## src/rtl/chain_pkg.sv

```systemverilog
package chain_pkg;

   localparam logic OP_FIND   = 1'b0;
   localparam logic OP_APPEND = 1'b1;

   typedef enum logic [2:0] {
      ST_IDLE,
      ST_READ,
      ST_EVAL,
      ST_PATCH,
      ST_WRNEW,
      ST_FIN
   } walk_st_t;

endpackage

```

## src/rtl/chain_off_check.sv

```systemverilog
// Flags an offset that may not hold a header: outside [BASE_OFF, top-8]
// or, when STRICT_ALIGN is set, not on a 4-byte boundary.
module chain_off_check #(
   parameter int OFF_W        = 12,
   parameter int BASE_OFF     = 'h100,
   parameter bit STRICT_ALIGN = 1'b1
) (
   input  logic [OFF_W-1:0] off,
   output logic             bad
);
   localparam int               LAST_OFF = (1 << OFF_W) - 8;
   localparam logic [OFF_W-1:0] LO_L     = OFF_W'(BASE_OFF);
   localparam logic [OFF_W-1:0] HI_L     = OFF_W'(LAST_OFF);

   logic out_rng;
   logic misal;

   assign out_rng = (off < LO_L) || (off > HI_L);

   generate
      if (STRICT_ALIGN) begin : g_align
         assign misal = |off[1:0];
      end else begin : g_noalign
         assign misal = 1'b0;
      end
   endgenerate

   assign bad = out_rng || misal;
endmodule

```

## src/rtl/chain_hdr_split.sv

```systemverilog
// Splits one header word and compares it with the search key.
// The key is one bit wider than the identifier; a set top bit never matches.
module chain_hdr_split #(
   parameter int ID_W  = 16,
   parameter int VER_W = 4,
   parameter int OFF_W = 12,
   localparam int DATA_W = ID_W + VER_W + OFF_W
) (
   input  logic [DATA_W-1:0] hdr,
   input  logic [ID_W:0]     key,
   output logic              id_hit,
   output logic [OFF_W-1:0]  nxt,
   output logic              nxt_zero,
   output logic              hdr_zero
);
   assign id_hit   = (key == {1'b0, hdr[ID_W-1:0]});
   assign nxt      = hdr[DATA_W-1 -: OFF_W];
   assign nxt_zero = (nxt == '0);
   assign hdr_zero = (hdr == '0);
endmodule

```

## src/rtl/chain_hop_guard.sv

```systemverilog
// Counts followed pointers; last is raised when one more hop would reach MAX_HOPS.
module chain_hop_guard #(
   parameter int MAX_HOPS = 1024,
   localparam int CW = $clog2(MAX_HOPS + 1)
) (
   input  logic clk,
   input  logic rst_n,
   input  logic clr,
   input  logic inc,
   output logic last
);
   localparam logic [CW-1:0] LIM = CW'(MAX_HOPS - 1);

   logic [CW-1:0] cnt_q;

   always_ff @(posedge clk or negedge rst_n) begin
      if (!rst_n) begin
         cnt_q <= '0;
      end else if (clr) begin
         cnt_q <= '0;
      end else if (inc) begin
         cnt_q <= cnt_q + 1'b1;
      end
   end

   assign last = (cnt_q == LIM);
endmodule

```

## src/rtl/capchain_walker.sv

```systemverilog
module capchain_walker
   import chain_pkg::*;
#(
   parameter int ID_W         = 16,
   parameter int VER_W        = 4,
   parameter int OFF_W        = 12,
   parameter int BASE_OFF     = 'h100,
   parameter int MAX_HOPS     = 1024,
   parameter bit STRICT_ALIGN = 1'b1,
   localparam int DATA_W = ID_W + VER_W + OFF_W,
   localparam int AW     = OFF_W - 2
) (
   input  logic              clk,
   input  logic              rst_n,
   input  logic              start,
   input  logic              op,
   input  logic [ID_W-1:0]   cap_id,
   input  logic [VER_W-1:0]  cap_ver,
   input  logic [OFF_W-1:0]  cap_off,
   output logic              busy,
   output logic              mem_en,
   output logic              mem_we,
   output logic [AW-1:0]     mem_addr,
   output logic [DATA_W-1:0] mem_wdata,
   input  logic [DATA_W-1:0] mem_rdata,
   output logic              done,
   output logic              found,
   output logic              error,
   output logic [OFF_W-1:0]  result_off,
   output logic [OFF_W-1:0]  prev_off
);
   localparam logic [OFF_W-1:0] BASE_L = OFF_W'(BASE_OFF);
   localparam int               TAILW  = ID_W + VER_W;

   generate
      if (DATA_W != 32) begin : g_bad_width
         $error("header fields must add up to a 32-bit word");
      end
      if (BASE_OFF % 4 != 0) begin : g_bad_base
         $error("chain base offset must be word aligned");
      end
      if (MAX_HOPS < 2) begin : g_bad_hops
         $error("hop limit must be at least 2");
      end
   endgenerate

   walk_st_t            st_q;
   logic                op_q;
   logic [ID_W-1:0]     id_q;
   logic [VER_W-1:0]    ver_q;
   logic [OFF_W-1:0]    off_q, cur_q, prev_q, tail_q;
   logic [DATA_W-1:0]   hdr_q;
   logic                found_q, err_q;
   logic [OFF_W-1:0]    res_q, prv_q;

   logic [ID_W:0]       key;
   logic                id_hit, nxt_zero, hdr_zero, nxt_bad, cmd_bad, hop_last;
   logic [OFF_W-1:0]    nxt;
   logic                ev_empty, ev_hit, ev_tail, ev_err, ev_follow;

   assign key = (op_q == OP_APPEND) ? {1'b1, {ID_W{1'b0}}} : {1'b0, id_q};

   chain_hdr_split #(.ID_W(ID_W), .VER_W(VER_W), .OFF_W(OFF_W)) u_split (
      .hdr      (mem_rdata),
      .key      (key),
      .id_hit   (id_hit),
      .nxt      (nxt),
      .nxt_zero (nxt_zero),
      .hdr_zero (hdr_zero)
   );

   chain_off_check #(.OFF_W(OFF_W), .BASE_OFF(BASE_OFF), .STRICT_ALIGN(STRICT_ALIGN)) u_nxt_chk (
      .off (nxt),
      .bad (nxt_bad)
   );

   chain_off_check #(.OFF_W(OFF_W), .BASE_OFF(BASE_OFF), .STRICT_ALIGN(STRICT_ALIGN)) u_cmd_chk (
      .off (cap_off),
      .bad (cmd_bad)
   );

   chain_hop_guard #(.MAX_HOPS(MAX_HOPS)) u_hops (
      .clk   (clk),
      .rst_n (rst_n),
      .clr   (st_q == ST_IDLE),
      .inc   (ev_follow),
      .last  (hop_last)
   );

   // Decisions taken while a header is on the read port, in priority order.
   always_comb begin
      ev_empty  = 1'b0;
      ev_hit    = 1'b0;
      ev_tail   = 1'b0;
      ev_err    = 1'b0;
      ev_follow = 1'b0;
      if (st_q == ST_EVAL) begin
         if (cur_q == BASE_L && hdr_zero) begin
            ev_empty = 1'b1;
         end else if (id_hit) begin
            ev_hit = 1'b1;
         end else if (nxt_zero) begin
            ev_tail = 1'b1;
         end else if (hop_last || nxt_bad) begin
            ev_err = 1'b1;
         end else begin
            ev_follow = 1'b1;
         end
      end
   end

   always_ff @(posedge clk or negedge rst_n) begin
      if (!rst_n) begin
         st_q    <= ST_IDLE;
         op_q    <= OP_FIND;
         id_q    <= '0;
         ver_q   <= '0;
         off_q   <= '0;
         cur_q   <= '0;
         prev_q  <= '0;
         tail_q  <= '0;
         hdr_q   <= '0;
         found_q <= 1'b0;
         err_q   <= 1'b0;
         res_q   <= '0;
         prv_q   <= '0;
      end else begin
         unique case (st_q)
            ST_IDLE: begin
               if (start) begin
                  op_q   <= op;
                  id_q   <= cap_id;
                  ver_q  <= cap_ver;
                  off_q  <= cap_off;
                  cur_q  <= BASE_L;
                  prev_q <= '0;
                  if (op == OP_APPEND && cap_off == BASE_L) begin
                     tail_q <= '0;
                     st_q   <= ST_WRNEW;
                  end else if (op == OP_APPEND && cmd_bad) begin
                     found_q <= 1'b0;
                     err_q   <= 1'b1;
                     res_q   <= '0;
                     prv_q   <= '0;
                     st_q    <= ST_FIN;
                  end else begin
                     st_q <= ST_READ;
                  end
               end
            end
            ST_READ: st_q <= ST_EVAL;
            ST_EVAL: begin
               if (ev_empty || ev_tail) begin
                  if (op_q == OP_APPEND) begin
                     tail_q <= cur_q;
                     hdr_q  <= mem_rdata;
                     st_q   <= ST_PATCH;
                  end else begin
                     found_q <= 1'b0;
                     err_q   <= 1'b0;
                     res_q   <= '0;
                     prv_q   <= ev_empty ? '0 : cur_q;
                     st_q    <= ST_FIN;
                  end
               end else if (ev_hit) begin
                  found_q <= 1'b1;
                  err_q   <= 1'b0;
                  res_q   <= cur_q;
                  prv_q   <= prev_q;
                  st_q    <= ST_FIN;
               end else if (ev_err) begin
                  found_q <= 1'b0;
                  err_q   <= 1'b1;
                  res_q   <= '0;
                  prv_q   <= cur_q;
                  st_q    <= ST_FIN;
               end else begin
                  prev_q <= cur_q;
                  cur_q  <= nxt;
                  st_q   <= ST_READ;
               end
            end
            ST_PATCH: st_q <= ST_WRNEW;
            ST_WRNEW: begin
               found_q <= 1'b0;
               err_q   <= 1'b0;
               res_q   <= off_q;
               prv_q   <= tail_q;
               st_q    <= ST_FIN;
            end
            ST_FIN:  st_q <= ST_IDLE;
            default: st_q <= ST_IDLE;
         endcase
      end
   end

   always_comb begin
      mem_en    = 1'b0;
      mem_we    = 1'b0;
      mem_addr  = cur_q[OFF_W-1:2];
      mem_wdata = '0;
      unique case (st_q)
         ST_READ: begin
            mem_en = 1'b1;
         end
         ST_PATCH: begin
            mem_en    = 1'b1;
            mem_we    = 1'b1;
            mem_addr  = tail_q[OFF_W-1:2];
            mem_wdata = {off_q, hdr_q[TAILW-1:0]};
         end
         ST_WRNEW: begin
            mem_en    = 1'b1;
            mem_we    = 1'b1;
            mem_addr  = off_q[OFF_W-1:2];
            mem_wdata = {{OFF_W{1'b0}}, ver_q, id_q};
         end
         default: ;
      endcase
   end

   assign busy       = (st_q != ST_IDLE);
   assign done       = (st_q == ST_FIN);
   assign found      = found_q;
   assign error      = err_q;
   assign result_off = res_q;
   assign prev_off   = prv_q;

endmodule

```

## config.mk

```make
export PLATFORM = sky130hd
export DESIGN_NAME = capchain_walker
export DESIGN_NICKNAME = d
export VERILOG_FILES = /design/src/rtl/chain_pkg.sv /design/src/rtl/chain_off_check.sv /design/src/rtl/chain_hdr_split.sv /design/src/rtl/chain_hop_guard.sv /design/src/rtl/capchain_walker.sv
export SDC_FILE = /design/constraint.sdc
export NUM_CORES = 1
export LEC_CHECK = 0
export BUFFER_PORTS_ARGS = -buffer_cell sky130_fd_sc_hd__buf_2
export CAP_MARGIN = 10
export CORE_ASPECT_RATIO = 1.1
export CORE_UTILIZATION = 40
export CTS_CLUSTER_SIZE = 40
export DETAILED_ROUTE_END_ITERATION = 16
export GPL_TIMING_DRIVEN = 0
export PLACE_DENSITY = 0.68
export SYNTH_ARGS = -nofsm -noshare
export SYNTH_HDL_FRONTEND = slang
export SYNTH_HIERARCHICAL = 1
export SYNTH_SLANG_ARGS = --single-unit
```

## constraint.sdc

```tcl
create_clock -name clk -period 4.4 [get_ports clk]
set_clock_uncertainty 0.2 [all_clocks]
set_input_delay 0.44 -clock clk [delete_from_list [all_inputs] [get_ports clk]]
set_output_delay 0.44 -clock clk [all_outputs]
set_load 0.01 [all_outputs]
```

==> qor.json, run 1 <==
{
  "outcome": {"value": "finished, final reports clean"},
  "viasPerCell": {"value": 5.62},
  "cp_slowest_cell": {"value": "dfrtp_1"},
  "pre_cts_slack": {"value": 0.215, "unit": "ns"},
  "ports_placed_on_the_boundary": {"value": 140},
  "total_power": {"value": 5.01, "unit": "mW"},
  "leakage": {"value": 3.99, "unit": "nW"},
  "number_of_global_route_vias_before_repair": {"value": 5488},
  "final-hold-violation-count": {"value": 0},
  "cp-startpoint": {"value": "op_q"},
  "setup_repair_after_global_routing_missed_its_margin": {"value": "no"},
  "cts.sinks": {"value": 129},
  "core": {"value": 15900, "unit": "sq um"},
  "wire_length_of_the_first_global_routing_pass": {"value": 29.0, "unit": "mm"},
  "ys_warn_count": {"value": 6},
  "fillerInstances": {"value": 1484},
  "crit_required": {"value": 4.50, "unit": "ns"},
  "postSynth.asyncResetShare": {"value": 100, "unit": "%"},
  "placement.cell_area": {"value": 7550, "unit": "sq um"},
  "clockRootBuffer": {"value": "clkbuf_16"},
  "cts_tree": {"value": "done"},
  "grt_antenna_before_repair": {"value": 1},
  "initialDrtViolationCount": {"value": 338},
  "maxCapViolCount": {"value": 0},
  "arrival_time_at_the_worst_endpoint": {"value": 4.15, "unit": "ns"},
  "synth-seq-cells": {"value": 129},
  "clock_insertion_delay_worst_skew": {"value": 0.42, "unit": "ns"},
  "dieWidth": {"value": 124, "unit": "microns"},
  "row_count": {"value": 48},
  "placedCellCount": {"value": 938},
  "multi_input_comb_area": {"value": 2950, "unit": "sq um"},
  "post-synth-top-area-cell": {"value": "dfrtp_1"},
  "mappedNetlistNets": {"value": 667},
  "post-route-drc-count": {"value": 0},
  "drive_gt1_share": {"value": 34.7, "unit": "%"},
  "report.final.setup_viol": {"value": 0},
  "routability_congestion": {"value": 0.844},
  "grt_overflow": {"value": 0},
  "cts_setup_buffers": {"value": 0},
  "cp_slowest_stage_delay": {"value": 0.51, "unit": "ns"},
  "final.period_utilization": {"value": 92.0, "unit": "%"},
  "worstPathCellList": {"value": "clkbuf_2 > nor2b_1 > xor2_1 > nor4_1 > nand4_1 > nor3_2 > or3_1 > nor4_4 > clkbuf_1 > buf_2 > o211ai_1 > nor4_1 > mux2_1"},
  "synth_ff_type": {"value": "dfrtp_1"},
  "min_period": {"value": 4.05, "unit": "ns"},
  "dr.pass1.iters": {"value": 5},
  "layout.nets": {"value": 827},
  "worst_pin_slew": {"value": 0.841, "unit": "ns"},
  "worstHoldPathType": {"value": "in2reg"},
  "port-buffer-count": {"value": 139},
  "worst-setup-path-type": {"value": "reg2reg"},
  "final_area": {"value": 8190, "unit": "sq um"},
  "final-max-slew-violation-count": {"value": 0},
  "final_cell_mix": {"value": "buf_2 (146), dfrtp_1 (129), mux2_2 (58)"},
  "max_freq": {"value": 0.247, "unit": "GHz"},
  "place_hpwl": {"value": 13.3, "unit": "mm"},
  "finalNonFillerCells": {"value": 970},
  "die_h": {"value": 136, "unit": "microns"},
  "setup_slack": {"value": 0.354, "unit": "ns"},
  "grt_max_degree": {"value": 92},
  "synth_area": {"value": 6570, "unit": "sq um"},
  "count_of_flip_flops_with_a_built_in_enable_after_synthesis": {"value": 0},
  "syn_avg_cell_area": {"value": 11.0, "unit": "sq um"},
  "synthesis.instances": {"value": 598},
  "ys_seq_area_share": {"value": 49.1, "unit": "%"},
  "num_vias": {"value": 5453},
  "final-seq-area": {"value": 3230, "unit": "sq um"},
  "setup.worst_path.end_class": {"value": "register"},
  "yosys.cell_types.count": {"value": 55},
  "cts_inserted_buffers": {"value": 17},
  "worst_setup_hold_path_clk_slew": {"value": 0.06, "unit": "ns"},
  "area_growth_from_synthesis_to_final_layout": {"value": 24.6, "unit": "%"},
  "cts-root-to-sink-buffers": {"value": 2},
  "tns": {"value": 0, "unit": "ns"},
  "grt.total_usage": {"value": 22.3, "unit": "%"},
  "critical-path-top-cell-by-count": {"value": "nor4_1"},
  "path_max_fanout": {"value": 10},
  "share_of_the_synthesized_area_in_the_top_cell_type": {"value": 49.1, "unit": "%"},
  "die-area": {"value": 16900, "unit": "sq um"},
  "cts_htree_levels": {"value": 4},
  "floorplan.initialDensity": {"value": 41.4, "unit": "%"},
  "launch_instance_of_the_worst_register_to_register_path": {"value": "op_q"},
  "hp-start": {"value": "cap_ver[0]"},
  "worst_ir_drop_vdd": {"value": 352, "unit": "uV"},
  "ys_top_cells_by_area": {"value": "dfrtp_1 (49%), mux2_2 (9.9%), a22o_1 (4.1%)"},
  "drtAntennaViolNets": {"value": 0},
  "routedWlPerCell": {"value": 18.9, "unit": "microns"},
  "power.density": {"value": 613, "unit": "nW/um^2"},
  "crit_path_start_kind": {"value": "register"},
  "slew_headroom": {"value": 43.5, "unit": "%"},
  "most_frequent_standard_cell_in_the_layout_excluding_fill_and_tap_cells": {"value": "buf_2"},
  "postRouteWirelength": {"value": 18.3, "unit": "mm"}
}
[cells in the mapped netlist (all sizes together), types with 4 or more instances]
library cell    n
inv            32
o221ai          8
nor3            7
a22oi          10
nor4           19
xor2           18
mux2i          14
nor2           19
a21oi           8
nand4           8
nor2b          23
nand2          44
dfrtp         129
and2           14
o31ai           4
a32oi          11
or4             5
mux2           66
o2bb2ai         7
a221o           4
o21ai          33
clkbuf         19
or3             4
buf            30
a22o           31
[critical path, delay by kind of cell, from the launching register on]
family                    cells  cell delay, ns
and+or+nand+nor               7            1.53
buffers and inverters         3            0.92
DFF                           1            0.51
muxes                         1            0.36
xor gates and xnor gates      1            0.20
AOI/OAI and AO/OA             1            0.20
[cell families after synthesis]
| group | count (synthesis) | synth area share, % |
|---|---|---|
| AO/OA/AOI/OAI | 128 | 14.6 |
| multiplexers | 80 | 13.8 |
| XOR/XNOR | 21 | 2.80 |
| flip-flops | 129 | 49.1 |
| AND/OR/NAND/NOR | 158 | 13.5 |
| adder cells (fa/ha/maj) | 1 | 0.190 |
| buffers and inverters | 81 | 6.04 |
[where the power goes]
group          internal (mW)  switching, mW
Sequential              1.52          0.289
Clock                   1.00          0.495
Combinational          0.743          0.963
[path summary, 6_finish.rpt]
path / endpoint / slack, ns / depth (start not counted)
setup / recovery: u_hops/cnt_q[9] / 0.35 / 13
hold / removal: ver_q[0] / 0.04 / 2
setup reg to reg: u_hops/cnt_q[9] / 0.35 / 13
hold reg to reg: ver_q[0] / 0.29 / 1
max in group asynchronous: st_q[1] / 2.92 / 3
min in group asynchronous: result_off[11] / 0.30 / 2
[final cells by class]
type                       instances  area share [%]
sequential                       129            39.4
timing repair buffer             141            9.03
antenna                            1          0.0306
inverter                          32            1.47
multi-input combinational        388            36.0
clock inverter                     5            1.53
tap                              200            3.06
clock buffer                      25            6.05
buffer                            49            3.41
[stage by stage]
step / util (%) / hold slack [ns]
after floorplan: - / -0.0556
after global placement: 47.4 / 0.274
after detailed placement: 47.6 / 0.176
after CTS: 51.6 / 0.0253
after global routing: 51.6 / 0.0397
final: 51.6 / 0.0401
[metal layers]
| layer | vias to the layer above | wire (microns) | track usage, % |
|---|---|---|---|
| li1 | 2494 | - | - |
| met3 | 37 | 1350 | 6.69 |
| met2 | 234 | 8780 | 36.5 |
| met1 | 2688 | 7650 | 27.5 |
| met4 | 0 | 520 | 9.30 |
| met5 | - | 0 | 0 |
[state kept, by name (all words and copies together) (netlist names)]
signal / count
op_q: 1
off_q: 12
error: 1
st_q: 3
prev_q: 12
id_q: 16
result_off: 12
found: 1
hdr_q: 20
cur_q: 12
ver_q: 4
tail_q: 12
u_hops/cnt_q: 11
prev_off: 12
[timing repair]
action | CTS | global route
resized for setup | 0 | 4
hold endpoints to repair | 38 | 0
hold buffers | 1 | 0
endpoints found under the setup margin | 0 | 17
Power figures use the tool's default switching activity.
==> run 2: changes to the inputs <==
--- a/config.mk
+++ b/config.mk
@@ -8,11 +8,11 @@
 export BUFFER_PORTS_ARGS = -buffer_cell sky130_fd_sc_hd__buf_2
 export CAP_MARGIN = 10
 export CORE_ASPECT_RATIO = 1.1
-export CORE_UTILIZATION = 40
+export CORE_UTILIZATION = 55
 export CTS_CLUSTER_SIZE = 40
 export DETAILED_ROUTE_END_ITERATION = 16
 export GPL_TIMING_DRIVEN = 0
-export PLACE_DENSITY = 0.68
+export PLACE_DENSITY = 0.86
 export SYNTH_ARGS = -nofsm -noshare
 export SYNTH_HDL_FRONTEND = slang
 export SYNTH_HIERARCHICAL = 1
==> run 2 against run 1 <==
  * Core utilization grew 18 points
  * Via count grew 3.8%
  * Largest power group unchanged
  * Flip-flop and latch count is the same
  * Largest cell class unchanged
  * Fmax shrank 1.3%
==> qor.json, run 2 (synthesis gave the netlist of run 1 again) <==
{
  "outcome": {"value": "finished, final reports clean", "change": "unchanged"},
  "path_max_fanout": {"value": 10, "change": "unchanged"},
  "int_pwr": {"value": 3.18, "unit": "mW", "change": "was 3.27 mW"},
  "worst_ir_drop_vdd": {"value": 318, "unit": "uV", "change": "was 352 uV"},
  "insertedDiodeCount": {"value": 0, "change": "was 1"},
  "arrival_time_at_the_worst_endpoint": {"value": 4.20, "unit": "ns", "change": "was 4.15 ns"},
  "final_cell_mix": {"value": "buf_2 (146), dfrtp_1 (129), mux2_2 (58)", "change": "unchanged"},
  "min_period": {"value": 4.10, "unit": "ns", "change": "was 4.05 ns"},
  "drtAntennaViolNets": {"value": 0, "change": "unchanged"},
  "crit_required": {"value": 4.50, "unit": "ns", "change": "about the same"},
  "cp_slowest_cell": {"value": "dfrtp_1", "change": "unchanged"},
  "wire_length_of_the_first_global_routing_pass": {"value": 29.0, "unit": "mm", "change": "about the same"},
  "setup_repair_after_global_routing_missed_its_margin": {"value": "no", "change": "unchanged"},
  "initialDrtViolationCount": {"value": 383, "change": "was 338"},
  "report.final.setup_viol": {"value": 0, "change": "unchanged"},
  "clockRootBuffer": {"value": "clkbuf_16", "change": "unchanged"},
  "leakage": {"value": 3.98, "unit": "nW", "change": "was 3.99 nW"},
  "grt.total_usage": {"value": 30.8, "unit": "%", "change": "was 22.3%"},
  "power.density": {"value": 613, "unit": "nW/um^2", "change": "about the same"},
  "hold_depth": {"value": 2, "change": "unchanged"},
  "routedWlPerCell": {"value": 20.0, "unit": "microns", "change": "was 18.9 microns"},
  "placedCellCount": {"value": 888, "change": "was 938"},
  "worst-setup-path-type": {"value": "reg2reg", "change": "unchanged"},
  "pre_cts_slack": {"value": 0.169, "unit": "ns", "change": "was 0.215 ns"},
  "timing.reg2reg.setup_slack": {"value": 0.30, "unit": "ns", "change": "was 0.35 ns"},
  "final-max-slew-violation-count": {"value": 0, "change": "unchanged"},
  "row_count": {"value": 41, "change": "was 48"},
  "fillerInstances": {"value": 866, "change": "was 1484"},
  "number_of_global_route_vias_before_repair": {"value": 5670, "change": "was 5488"},
  "min_delay_worst_endpoint": {"value": "ver_q[0]", "change": "unchanged"},
  "cts_tree": {"value": "done", "change": "unchanged"},
  "final-hold-violation-count": {"value": 0, "change": "unchanged"},
  "dr.pass1.iters": {"value": 5, "change": "unchanged"},
  "cts_inserted_buffers": {"value": 17, "change": "unchanged"},
  "dieWidth": {"value": 106, "unit": "microns", "change": "was 124 microns"},
  "die_h": {"value": 117, "unit": "microns", "change": "was 136 microns"},
  "portion_of_total_power_attributed_to_combinational_logic": {"value": 34.9, "unit": "%", "change": "was 34.0%"},
  "total_power": {"value": 4.96, "unit": "mW", "change": "was 5.01 mW"},
  "grt_overflow": {"value": 0, "change": "unchanged"},
  "num_vias": {"value": 5658, "change": "was 5453"},
  "worst-r2r-cell-count": {"value": 12, "change": "was 13"},
  "final.period_utilization": {"value": 93.2, "unit": "%", "change": "was 92.0%"},
  "post-route-drc-count": {"value": 0, "change": "unchanged"},
  "die-area": {"value": 12400, "unit": "sq um", "change": "was 16900 sq um"},
  "crit_path_start_kind": {"value": "register", "change": "unchanged"},
  "area_growth_from_synthesis_to_final_layout": {"value": 23.1, "unit": "%", "change": "was 24.6%"},
  "grt_max_degree": {"value": 101, "change": "was 92"},
  "ports_placed_on_the_boundary": {"value": 140, "change": "unchanged"},
  "clock_power_share": {"value": 28.3, "unit": "%", "change": "was 29.8%"},
  "drive_gt1_share": {"value": 35.0, "unit": "%", "change": "was 34.7%"},
  "largest_register_ff_count": {"value": 20, "change": "unchanged"},
  "launch_instance_of_the_worst_register_to_register_path": {"value": "op_q", "change": "unchanged"},
  "p_sw": {"value": 1.78, "unit": "mW", "change": "was 1.75 mW"},
  "cts_htree_levels": {"value": 4, "change": "unchanged"},
  "switching_share": {"value": 35.8, "unit": "%", "change": "was 34.8%"},
  "viasPerCell": {"value": 6.16, "change": "was 5.62"},
  "setup_slack": {"value": 0.301, "unit": "ns", "change": "was 0.354 ns"},
  "cts-root-to-sink-buffers": {"value": 2, "change": "unchanged"},
  "finalNonFillerCells": {"value": 919, "change": "was 970"},
  "grt_antenna_before_repair": {"value": 1, "change": "unchanged"},
  "hp-start": {"value": "cap_ver[0]", "change": "unchanged"},
  "layout.nets": {"value": 827, "change": "unchanged"},
  "postRouteWirelength": {"value": 18.4, "unit": "mm", "change": "was 18.3 mm"},
  "most_frequent_standard_cell_in_the_layout_excluding_fill_and_tap_cells": {"value": "buf_2", "change": "unchanged"},
  "floorplan.initialDensity": {"value": 56.9, "unit": "%", "change": "was 41.4%"},
  "seq_power_share": {"value": 36.9, "unit": "%", "change": "was 36.2%"},
  "cts_setup_buffers": {"value": 0, "change": "unchanged"},
  "routability_congestion": {"value": 0.939, "change": "was 0.844"},
  "holdWs": {"value": 0.0410, "unit": "ns", "change": "was 0.0401 ns"},
  "clock_insertion_delay_worst_skew": {"value": 0.42, "unit": "ns", "change": "about the same"},
  "cp_slowest_stage_delay": {"value": 0.59, "unit": "ns", "change": "was 0.51 ns"},
  "worstPathCellList": {"value": "clkbuf_2 > nor2b_1 > xor2_1 > nor4_1 > nand4_1 > nor3_2 > clkbuf_1 > nor2b_1 > o21ba_2 > nor3_4 > buf_6 > mux2_4", "change": "was clkbuf_2 > nor2b_1 > xor2_1 > nor4_1 > nand4_1 > nor3_2 > or3_1 > nor4_4 > clkbuf_1 > buf_2 > o211ai_1 > nor4_1 > mux2_1"},
  "core": {"value": 11500, "unit": "sq um", "change": "was 15900 sq um"},
  "worst_pin_slew": {"value": 0.847, "unit": "ns", "change": "was 0.841 ns"},
  "place_hpwl": {"value": 13.2, "unit": "mm", "change": "was 13.3 mm"},
  "maxCapViolCount": {"value": 0, "change": "unchanged"},
  "critical-path-top-cell-by-count": {"value": "nor2b_1", "change": "was nor4_1"},
  "max_freq": {"value": 0.244, "unit": "GHz", "change": "was 0.247 GHz"},
  "worstHoldPathType": {"value": "in2reg", "change": "unchanged"},
  "reg_top3": {"value": "hdr_q (20), id_q (16)", "change": "unchanged"},
  "setup.worst_path.end_class": {"value": "register", "change": "unchanged"},
  "tns": {"value": 0, "unit": "ns", "change": "unchanged"},
  "largest_register": {"value": "hdr_q", "change": "unchanged"},
  "worst_setup_hold_path_clk_slew": {"value": 0.05, "unit": "ns", "change": "was 0.06 ns"},
  "slew_headroom": {"value": 43.1, "unit": "%", "change": "was 43.5%"},
  "cts.sinks": {"value": 129, "change": "unchanged"},
  "port-buffer-count": {"value": 139, "change": "unchanged"},
  "r2r-end": {"value": "prev_off[9]", "change": "was u_hops/cnt_q[9]"}
}
## run 2: changes by cell type in the layout (fill, tap and decap cells not counted), sizes merged
cell,before,now
bufinv,4,2
diode,1,0
clkinv,1,3
## run 2: worst max-delay path, delay by kind of cell, from the launching register on
kind | cells | cell delay, ns
compound gates | 1 | 0.27
xor+xnor | 1 | 0.15
buf+inv | 3 | 0.97
flops | 1 | 0.59
mux | 1 | 0.31
simple gates | 6 | 1.47
## run 2: worst max-delay path by stage
stage | startpoint | to | slack [ns] | cells after the start
detailed placement | op_q | u_hops/cnt_q[9] | 0.17 | 13
global placement | op_q | u_hops/cnt_q[9] | 0.31 | 13
floorplan | op_q | u_hops/cnt_q[9] | 0.95 | 13
global route | op_q | u_hops/cnt_q[9] | 0.11 | 13
CTS | op_q | u_hops/cnt_q[9] | 0.16 | 13
finish | op_q | prev_off[9] | 0.30 | 12
## run 2: per-stage QoR
| stage | util, % | instance area [sq um] |
|---|---|---|
| after global routing | 70.1 | 8090 |
| after floorplan | - | 6570 |
| final | 70.1 | 8090 |
| after detailed placement | 64.9 | 7490 |
| after CTS | 70.1 | 8090 |
| after global placement | 64.6 | 7450 |
## run 2: repair_timing
item                                    4_1_cts  5_1_grt
endpoints found under the setup margin        0       13
hold endpoints to repair                     29        0
hold buffers                                  1        0
gates resized for setup                       0        4
## run 2: power by group through the flow
stage	clock network, mW	registers, mW	logic, mW
final	1.40	1.83	1.73
after global routing	1.47	1.85	1.88
after CTS	1.41	1.81	1.71
after detailed placement	0	1.83	1.69
after global placement	0	1.80	1.64
after floorplan	0	1.75	1.13
## run 2: cell type report
cell class | count | area (sq um) | area share, %
sequential | 129 | 3230 | 39.9
multi-input combinational | 388 | 2950 | 36.4
timing repair buffer | 141 | 739 | 9.14
clock buffer | 25 | 515 | 6.37
buffer | 49 | 279 | 3.45
tap | 150 | 188 | 2.32
inverter | 32 | 120 | 1.48
clock inverter | 5 | 75.1 | 0.928
## run 2: per-layer routing
metal  wire length [microns]  track usage [%]
met5                      10                0
met2                    9050             52.3
met1                    7020             37.7
met4                     655             14.5
met3                    1630             6.86
